$ cat src/rtl/mmu_ctl_pkg.sv
`timescale 1ns/1ps
package mmu_ctl_pkg;

    typedef enum logic [1:0] {
        EXC_NONE     = 2'd0,
        EXC_NO_SLAVE = 2'd1,
        EXC_NO_PAGE  = 2'd2,
        EXC_WR_VIOL  = 2'd3
    } exc_code_e;

    typedef enum logic { SAFE_OPEN, SAFE_LOCKED } safe_st_e;
    typedef enum logic { XLAT_OFF, XLAT_ON } xlat_st_e;
    typedef enum logic { SLOT_EMPTY, SLOT_HELD } slot_st_e;

    // register word indices
    localparam int REG_SAFE     = 0;
    localparam int REG_CFG      = 1;
    localparam int REG_STATUS   = 2;
    localparam int REG_CTRL     = 3;
    localparam int REG_EXA_BASE = 4;

    // configuration field positions
    localparam int CFG_MODE_BIT   = 0;
    localparam int CFG_MODE_MASK  = 3;
    localparam int CFG_FLUSH_BIT  = 4;
    localparam int CFG_FLUSH_MASK = 7;
    localparam int CFG_ADDR_MASK  = 8;
    localparam int CFG_ADDR_LO    = 10;

    localparam int CTRL_EN_BIT    = 0;
    localparam int CODE_W         = 2;
    localparam int STATUS_STRIDE  = 4;

endpackage

$ cat src/rtl/mmu_lock_regs.sv
`timescale 1ns/1ps
module mmu_lock_regs
    import mmu_ctl_pkg::*;
#(
    parameter int DATA_W    = 32,
    parameter int ZONE_BITS = 6
) (
    input  logic              clk,
    input  logic              rst_n,
    input  logic              wr_safe,
    input  logic              wr_cfg,
    input  logic              wr_ctrl,
    input  logic [DATA_W-1:0] wdata,
    output logic [DATA_W-1:0] safe_base,
    output logic              safe_locked,
    output logic [DATA_W-1:0] cfg_word,
    output logic              xlat_en,
    output logic              flush_pulse
);

    safe_st_e safe_st, safe_nx;
    xlat_st_e xl_st, xl_nx;

    logic [DATA_W-1:ZONE_BITS]   zone_q;
    logic                        mode_q;
    logic [DATA_W-1:CFG_ADDR_LO] tbl_q;
    logic                        flush_q;
    logic                        wdata_unused;

    assign wdata_unused = ^wdata;

    // state registers
    always_ff @(posedge clk or negedge rst_n) begin
        if (!rst_n) begin
            safe_st <= SAFE_OPEN;
            xl_st   <= XLAT_OFF;
        end else begin
            safe_st <= safe_nx;
            xl_st   <= xl_nx;
        end
    end

    // transitions
    always_comb begin
        safe_nx = safe_st;
        unique case (safe_st)
            SAFE_OPEN:   if (wr_safe) safe_nx = SAFE_LOCKED;
            SAFE_LOCKED: safe_nx = SAFE_LOCKED;
        endcase
        xl_nx = xl_st;
        unique case (xl_st)
            XLAT_OFF: if (wr_ctrl && wdata[CTRL_EN_BIT]) xl_nx = XLAT_ON;
            XLAT_ON:  xl_nx = XLAT_ON;
        endcase
    end

    // held values
    always_ff @(posedge clk or negedge rst_n) begin
        if (!rst_n) begin
            zone_q  <= '0;
            mode_q  <= 1'b0;
            tbl_q   <= '0;
            flush_q <= 1'b0;
        end else begin
            if (wr_safe && safe_st == SAFE_OPEN)
                zone_q <= wdata[DATA_W-1:ZONE_BITS];
            if (wr_cfg && wdata[CFG_MODE_MASK])
                mode_q <= wdata[CFG_MODE_BIT];
            if (wr_cfg && wdata[CFG_ADDR_MASK])
                tbl_q <= wdata[DATA_W-1:CFG_ADDR_LO];
            flush_q <= wr_cfg && wdata[CFG_FLUSH_BIT] && wdata[CFG_FLUSH_MASK];
        end
    end

    // outputs
    always_comb begin
        safe_base   = {zone_q, {ZONE_BITS{1'b0}}};
        safe_locked = (safe_st == SAFE_LOCKED);
        xlat_en     = (xl_st == XLAT_ON);
        flush_pulse = flush_q;
        cfg_word    = '0;
        cfg_word[CFG_MODE_BIT]            = mode_q;
        cfg_word[DATA_W-1:CFG_ADDR_LO]    = tbl_q;
    end

endmodule

$ cat src/rtl/mmu_exc_slot.sv
`timescale 1ns/1ps
module mmu_exc_slot
    import mmu_ctl_pkg::*;
#(
    parameter int DATA_W = 32
) (
    input  logic              clk,
    input  logic              rst_n,
    input  logic              hit,
    input  logic              clr,
    input  logic [CODE_W-1:0] code_in,
    input  logic [DATA_W-1:0] vaddr_in,
    output logic [CODE_W-1:0] code_q,
    output logic [DATA_W-1:0] addr_q
);

    slot_st_e st, nx;
    logic     take;

    always_ff @(posedge clk or negedge rst_n) begin
        if (!rst_n) st <= SLOT_EMPTY;
        else        st <= nx;
    end

    always_comb begin
        nx = st;
        unique case (st)
            SLOT_EMPTY: if (hit) nx = SLOT_HELD;
            SLOT_HELD:  if (clr && !hit) nx = SLOT_EMPTY;
        endcase
    end

    assign take = hit && (st == SLOT_EMPTY || clr);

    always_ff @(posedge clk or negedge rst_n) begin
        if (!rst_n) begin
            code_q <= '0;
            addr_q <= '0;
        end else if (take) begin
            code_q <= code_in;
            addr_q <= vaddr_in;
        end else if (clr && st == SLOT_HELD) begin
            code_q <= '0;
        end
    end

endmodule

$ cat src/rtl/mmu_redirect.sv
`timescale 1ns/1ps
module mmu_redirect #(
    parameter int DATA_W    = 32,
    parameter int ZONE_BITS = 6
) (
    input  logic              clk,
    input  logic              rst_n,
    input  logic              in_valid,
    input  logic              in_fault,
    input  logic              in_write,
    input  logic [DATA_W-1:0] in_addr,
    input  logic [DATA_W-1:0] safe_base,
    output logic              out_valid,
    output logic [DATA_W-1:0] out_addr,
    output logic              out_we
);

    logic base_unused;
    assign base_unused = ^safe_base[ZONE_BITS-1:0];

    always_ff @(posedge clk or negedge rst_n) begin
        if (!rst_n) begin
            out_valid <= 1'b0;
            out_addr  <= '0;
            out_we    <= 1'b0;
        end else begin
            out_valid <= in_valid;
            if (in_valid && in_fault) begin
                out_addr <= {safe_base[DATA_W-1:ZONE_BITS], in_addr[ZONE_BITS-1:0]};
                out_we   <= 1'b0;
            end else begin
                out_addr <= in_addr;
                out_we   <= in_valid && in_write;
            end
        end
    end

endmodule

$ cat src/rtl/mmu_safe_ctl.sv
`timescale 1ns/1ps
module mmu_safe_ctl
    import mmu_ctl_pkg::*;
#(
    parameter  int DATA_W    = 32,
    parameter  int N_CLIENT  = 4,
    parameter  int ZONE_BITS = 6,
    localparam int CL_W      = (N_CLIENT > 1) ? $clog2(N_CLIENT) : 1,
    localparam int IDX_W     = $clog2(REG_EXA_BASE + N_CLIENT)
) (
    input  logic              clk,
    input  logic              rst_n,
    input  logic              reg_wr,
    input  logic [IDX_W-1:0]  reg_idx,
    input  logic [DATA_W-1:0] reg_wdata,
    output logic [DATA_W-1:0] reg_rdata,
    input  logic              acc_valid,
    input  logic [CL_W-1:0]   acc_client,
    input  logic [CODE_W-1:0] acc_code,
    input  logic [DATA_W-1:0] acc_vaddr,
    input  logic [DATA_W-1:0] acc_addr,
    input  logic              acc_write,
    output logic              out_valid,
    output logic [DATA_W-1:0] out_addr,
    output logic              out_we,
    output logic              flush_pulse,
    output logic              xlat_en,
    output logic              tbl_small,
    output logic [DATA_W-1:0] tbl_base
);

    logic wr_safe, wr_cfg, wr_status, wr_ctrl, fault;
    logic [DATA_W-1:0] safe_base, cfg_word, status_word;
    logic              safe_locked;
    logic [CODE_W-1:0] slot_code [N_CLIENT];
    logic [DATA_W-1:0] slot_addr [N_CLIENT];

    assign wr_safe   = reg_wr && (reg_idx == IDX_W'(REG_SAFE));
    assign wr_cfg    = reg_wr && (reg_idx == IDX_W'(REG_CFG));
    assign wr_status = reg_wr && (reg_idx == IDX_W'(REG_STATUS));
    assign wr_ctrl   = reg_wr && (reg_idx == IDX_W'(REG_CTRL));
    assign fault     = acc_valid && (acc_code != EXC_NONE);

    mmu_lock_regs #(.DATA_W(DATA_W), .ZONE_BITS(ZONE_BITS)) u_lock (
        .clk(clk), .rst_n(rst_n),
        .wr_safe(wr_safe), .wr_cfg(wr_cfg), .wr_ctrl(wr_ctrl),
        .wdata(reg_wdata),
        .safe_base(safe_base), .safe_locked(safe_locked),
        .cfg_word(cfg_word), .xlat_en(xlat_en), .flush_pulse(flush_pulse)
    );

    for (genvar g = 0; g < N_CLIENT; g++) begin : g_slot
        logic hit_g, clr_g;
        assign hit_g = fault && (acc_client == CL_W'(g));
        assign clr_g = wr_status && (|reg_wdata[STATUS_STRIDE*g +: STATUS_STRIDE]);
        mmu_exc_slot #(.DATA_W(DATA_W)) u_slot (
            .clk(clk), .rst_n(rst_n),
            .hit(hit_g), .clr(clr_g),
            .code_in(acc_code), .vaddr_in(acc_vaddr),
            .code_q(slot_code[g]), .addr_q(slot_addr[g])
        );
    end

    mmu_redirect #(.DATA_W(DATA_W), .ZONE_BITS(ZONE_BITS)) u_redir (
        .clk(clk), .rst_n(rst_n),
        .in_valid(acc_valid), .in_fault(fault), .in_write(acc_write),
        .in_addr(acc_addr), .safe_base(safe_base),
        .out_valid(out_valid), .out_addr(out_addr), .out_we(out_we)
    );

    always_comb begin
        status_word = '0;
        for (int i = 0; i < N_CLIENT; i++)
            status_word[STATUS_STRIDE*i +: CODE_W] = slot_code[i];
    end

    always_comb begin
        reg_rdata = '0;
        if (reg_idx == IDX_W'(REG_SAFE))        reg_rdata = safe_base;
        else if (reg_idx == IDX_W'(REG_CFG))    reg_rdata = cfg_word;
        else if (reg_idx == IDX_W'(REG_STATUS)) reg_rdata = status_word;
        else if (reg_idx == IDX_W'(REG_CTRL))   reg_rdata = {{(DATA_W-1){1'b0}}, xlat_en};
        else begin
            for (int i = 0; i < N_CLIENT; i++)
                if (reg_idx == IDX_W'(REG_EXA_BASE + i)) reg_rdata = slot_addr[i];
        end
    end

    assign tbl_small = cfg_word[CFG_MODE_BIT];
    assign tbl_base  = {cfg_word[DATA_W-1:CFG_ADDR_LO], {CFG_ADDR_LO{1'b0}}};

endmodule

$ cat config.mk
export PLATFORM = sky130hd
export DESIGN_NAME = mmu_safe_ctl
export DESIGN_NICKNAME = d
export VERILOG_FILES = /design/src/rtl/mmu_ctl_pkg.sv /design/src/rtl/mmu_lock_regs.sv /design/src/rtl/mmu_exc_slot.sv /design/src/rtl/mmu_redirect.sv /design/src/rtl/mmu_safe_ctl.sv
export SDC_FILE = /design/constraint.sdc
export NUM_CORES = 1
export LEC_CHECK = 0
export ABC_CLOCK_PERIOD_IN_PS = 4100
export BUFFER_PORTS_ARGS = -buffer_cell sky130_fd_sc_hd__buf_4
export CORE_UTILIZATION = 35
export CTS_BUF_LIST = sky130_fd_sc_hd__clkbuf_2 sky130_fd_sc_hd__clkbuf_4 sky130_fd_sc_hd__clkbuf_8
export DETAILED_ROUTE_END_ITERATION = 8
export PLACE_DENSITY_LB_ADDON = 0.3
export SLEW_MARGIN = 20
export SYNTH_ARGS = -nofsm -noshare
export SYNTH_HDL_FRONTEND = slang
export SYNTH_HIERARCHICAL = 1
export SYNTH_SLANG_ARGS = --single-unit
$ cat constraint.sdc
create_clock -name clk -period 4.1 [get_ports clk]
set_clock_uncertainty 0.1 [all_clocks]
set_input_delay 0.82 -clock clk [delete_from_list [all_inputs] [get_ports clk]]
set_output_delay 0.82 -clock clk [all_outputs]
set_load 0.05 [all_outputs]
### Word level (Yosys, flattened, before mapping)

Index checks and enable logic that the tools add are counted.

| word-level totals | value |
|---|---|
| flip-flop bits (word level) | 226 |
| input bits | 108 |
| output and inout bits | 101 |
| logic and storage cells | 123 |

| operators by class | value |
|---|---|
| eq/ne operators | 10 |
| muxes and demuxes | 34 |
| bitwise gates (word level) | 6 |
| reduce and logical (&&, ||, !) cells | 52 |

Operator list:

| kind | number |
|---|---|
| $mux 32 | 9 |
| $logic_and 1x1->1 | 33 |
| $mux 2 | 8 |
| $reduce_or 4->1 | 4 |
| $eq 3x3->1 const B | 4 |
| $pmux 1 s2 | 6 |
| $mux 1 | 11 |
| $reduce_bool 2->1 | 5 |
| $eq 3x2->1 const B | 2 |
| $not 1->1 | 6 |
| $eq 2x2->1 const B | 2 |
| $logic_not 1->1 | 4 |
| $logic_or 1x1->1 | 4 |
| $eq 3x1->1 const B | 1 |
| $logic_not 3->1 | 1 |
| $eq 2x1->1 const B | 1 |
| $logic_not 2->1 | 1 |

### Logic depth before layout (Yosys ltp)

| depth | value |
|---|---|
| depth after elaboration | 9 |
| gate-level depth with buffers | 9 |
| gate-level depth less buffers | 6 |

### By module

Netlist, hierarchy kept.

Modules (own cells, without submodules):

| module | instances | cells an instance | area an instance (sq um) | seq. area each (sq um) |
|---|---|---|---|---|
| mmu_exc_slot | 4 | 81 | 1,526.5 | 875.8 |
| mmu_lock_regs | 1 | 129 | 2,167.1 | 1,301.2 |
| mmu_safe_ctl | 1 | 262 | 1,909.3 | 0.0 |
| mmu_redirect | 1 | 65 | 1,277.5 | 850.8 |

### Worst setup path after synthesis

OpenSTA, ideal clock, no wires.

| path | value |
|---|---|
| path type | input to output |
| from | input port reg_idx[0] |
| to | output port reg_rdata[0] |
| arrival | 2.471 ns |
| required time | 3.180 ns |
| slack | 0.709 ns |
| stages | 6 |
| buffers on the path | 3 |
| cells stage by stage | buf_6 > nor2b_1 > buf_6 > buf_6 > a21oi_1 > o21ai_0 |

| between the ends | value |
|---|---|
| word-level cells in the longest chain between the ends | 9 |
| elaborated cells on any way between the ends | 16 |
| those cells by class | eq/ne (7); mux (8); reduce/logical (1) |

RTL lines:

| item | line | text |
|---|---|---|
| start, declared | mmu_safe_ctl.sv:14 | `input logic [IDX_W-1:0] reg_idx,` |
| $eq 3x3->1 | mmu_safe_ctl.sv:85 | `if (reg_idx == IDX_W'(REG_EXA_BASE + i)) reg_rdata = slot_addr[i];` |
| $mux 32 (4 in a row) | mmu_safe_ctl.sv:85 |  |
| $mux 32 | mmu_safe_ctl.sv:82 | `else if (reg_idx == IDX_W'(REG_CTRL)) reg_rdata = {{(DATA_W-1){1'b0}}, xlat_en};` |
| $mux 32 | mmu_safe_ctl.sv:81 | `else if (reg_idx == IDX_W'(REG_STATUS)) reg_rdata = status_word;` |
| $mux 32 | mmu_safe_ctl.sv:80 | `else if (reg_idx == IDX_W'(REG_CFG)) reg_rdata = cfg_word;` |
| $mux 32 * | mmu_safe_ctl.sv:79 | `if (reg_idx == IDX_W'(REG_SAFE)) reg_rdata = safe_base;` |
| end, declared | mmu_safe_ctl.sv:16 | `output logic [DATA_W-1:0] reg_rdata,` |

Every way passes the cells marked *; elsewhere a longest branch is shown, timed or not.

### Worst setup path in the final report

| path | value |
|---|---|
| from | input port reg_idx[0] |
| to | output port reg_rdata[22] |

Same word-level chain as after synthesis.

==> impl_metrics.csv <==
group,metric,value,unit
worst_hold_path,hold_class,"input pin to async pin",
power_and_ir_drop,p_switching,2.35,mW
cts,hold_buffers,0,
finish,fin_cells,1455,
setup_path,rrSetupSlack,2.33,ns
setup_path,worstPathMaxFanout,24,
synthesis,ys_seq_area_share,49.4,%
synthesis,synth.distinct_cells,37,
cts,numCtsBuffers,42,
timing,hold_viol_final,0,
setup_path,crit_chain,"buf_4 > buf_4 > and3_4 > a221o_1 > buf_4",
cts,cts_sinks,226,
cts,tritoncts,"done",
detailed_routing,wl,29500,um
placement,dp_cells,1380,
synthesis,synth_most_common_cell,"dfrtp_1",
detailed_routing,ant_nets,0,
placement,dpl.hpwl,19300,um
floorplan,start_util,35.9,%
synthesis,ys_warn_count,6,
setup_path,required,3.18,ns
finish,multi_input_area,5010,um^2
setup_path,crit_path_end_kind,"output pin",
cts,cts_max_level,2,
floorplan,core_area,31900,um^2
detailed_routing,drtIter0Drc,342,
placement,pre_cts_slack,0.687,ns
timing,setup_tns,0,ns
detailed_routing,drc,0,
synthesis,synth_common_cells,"dfrtp_1, mux2_4, mux2i_1",
timing,fmax,295,MHz
synthesis,synth_top_area_share,49.4,%
finish,final_core_util,43.4,%
timing,fin_crit,3.39,ns
timing,worst_slack,0.707,ns
setup_path,critPathMaxStageDelay,0.44,ns
status,outcome,"finished, final reports clean",
floorplan,die_h,183,um
grt,grt_pass1_wl,45100,um
finish,drive_gt1_share,51.0,%
timing,worstMarginPinSlew,0.923,ns
setup_path,worstSetupStartpointType,"input pin",
synthesis,syn_area_per_cell,14.7,um^2
floorplan,fp-row-count,65,
finish,fillCellCount,2972,
timing,finalCritPeriodShare,82.8,%
timing,rsz0062_at_grt,"false",
power_and_ir_drop,power_frac_comb,27.3,%
placement,port_buffers,198,
setup_path,critical_path_arrival,2.47,ns
floorplan,die_w,183,um
grt,antenna_found_initial,2,
synthesis,ys_top_cells_by_area,"dfrtp_1, mux2_4, mux2i_1",
finish,register_area,5660,um^2
power_and_ir_drop,internal-power,5.07,mW
cts,worstSkewPairLatency,0.54,ns
power_and_ir_drop,peakVddDrop,283,uV
power_and_ir_drop,switching_share,31.7,%
floorplan,die_area,33500,um^2
setup_path,crit_family,"buffers and inverters",
synthesis,ys_ff_latch,226,
detailed_routing,vias,7008,
synthesis,dominantRegCellSynth,"dfrtp_1",
synthesis,syn_area,11500,um^2
grt,grt_usage,17.7,%
power_and_ir_drop,leakagePower,6.83,nW
detailed_routing,avgRoutedWirePerCell,20.3,um
power_and_ir_drop,power_frac_seq,41.1,%
setup_path,crit_top_cell,"buf_4",
cts,postCtsResizedCells,0,
setup_path,slowest_stage,"and3_4",
run,drv_cap,0,
synthesis,async_reset_ff_share,100,%
setup_path,path_class,"input pin to output pin",
cts,cts.path.max_buffers,3,
power_and_ir_drop,power_frac_clock,31.6,%
synthesis,synth_edf_count,0,
timing,setup_viol,0,
synthesis,synth_area_leader_cell,"dfrtp_1",
cts,clk_pin_slew,0.05,ns
detailed_routing,drt_pass1_iterations,6,
grt,grt_max_degree,116,
cts,post_cts_buffers,0,
grt,overflow,0,
finish,final_nets,1097,
timing,slew_violations,0,
synthesis,synthCells,780,
cts,cts-root-buf,"clkbuf_8",
timing,timing.slew.headroom,38.5,%
setup_path,path_buf_inv,3,
finish,syn_to_final_growth,20.8,%
grt,grt_pass1_vias,7514,
power_and_ir_drop,p_per_area,537,nW/um^2
detailed_routing,vias_per_cell,4.82,
placement,gp_congestion,0.768,
floorplan,io_pins,209,
## per-stage QoR
step	hold slack, ns	instance area [um^2]	power, mW
floorplan	0.375	11500	4.51
global placement	0.386	12900	5.10
detailed placement	0.390	12900	5.12
CTS	0.238	13800	7.54
global route	0.242	13800	7.81
finish	0.271	13800	7.43
## layout by cell type, fill, tap and decap left out, drive strengths merged
cell,count
a211oi,7
a21o,1
a21oi,9
a221o,24
a32oi,8
and2b,4
and3,3
buf,219
bufinv,1
clkbuf,69
clkinv,4
conb,25
dfrtp,226
diode,1
inv,8
mux2,203
mux2i,65
mux4,7
nand2,35
nand2b,4
nand4b,1
nand4bb,1
nor2,40
nor2b,3
nor3,1
nor3b,4
nor4,4
o21ai,37
or2,2
or2b,4
## power groups by stage
| stage | registers (mW) | logic (mW) | clock network, mW |
|---|---|---|---|
| 3_5_place_dp | 3.08 | 2.04 | 0 |
| 5_1_grt | 3.11 | 2.15 | 2.55 |
| 3_3_place_gp | 3.08 | 2.02 | 0 |
| 4_1_cts | 3.05 | 2.05 | 2.44 |
| 6_report | 3.05 | 2.03 | 2.35 |
| 2_1_floorplan | 3.25 | 1.26 | 0 |
## flip-flops by register name, indices dropped and copies added (netlist names), 4 cells and up
| signal | cells |
|---|---|
| g_slot.u_slot/addr_q | 128 |
| g_slot.u_slot/code_q | 8 |
| u_lock/tbl_q | 22 |
| u_lock/zone_q | 26 |
| u_redir/out_addr | 32 |
| g_slot.u_slot/st | 4 |
## worst paths after layout
| path | from | end | cells past startpoint |
|---|---|---|---|
| max | reg_idx[0] | reg_rdata[22] | 5 |
| min | rst_n | u_lock/tbl_q[23] | 1 |
| max reg2reg | u_lock/safe_locked | u_lock/zone_q[15] | 3 |
| min reg2reg | g_slot[3].u_slot/addr_q[4] | g_slot[3].u_slot/addr_q[4] | 1 |
| max in group asynchronous | rst_n | u_redir/out_addr[3] | 2 |
| min in group clk | acc_addr[4] | u_redir/out_addr[4] | 1 |
## kinds of logic after synthesis
kind of cell           share of synthesized area (%)
other                                         0.0655
multiplexers                                    32.2
AND/OR/NAND/NOR                                 5.38
buffers and inverters                           7.72
flip-flops                                      49.4
AO/OA/AOI/OAI                                   5.24
## final cells by class
cell class	count	share of cell area, %
clock buffers	69	6.27
clock inverters	5	0.362
repair buffers	219	12.1
inverters	8	0.217
diodes	1	0.0181
multi-input cells	492	36.2
well taps	435	3.93
flip-flops and latches	226	40.9
## routing by layer
layer	GRT usage, %	wire, um	vias to the layer above
met5	0	12	-
met4	5.23	607	2
met3	4.13	1580	50
met2	28.9	14000	210
met1	23.4	13200	3564
li1	-	-	3182
Power figures use the tool's default switching activity.
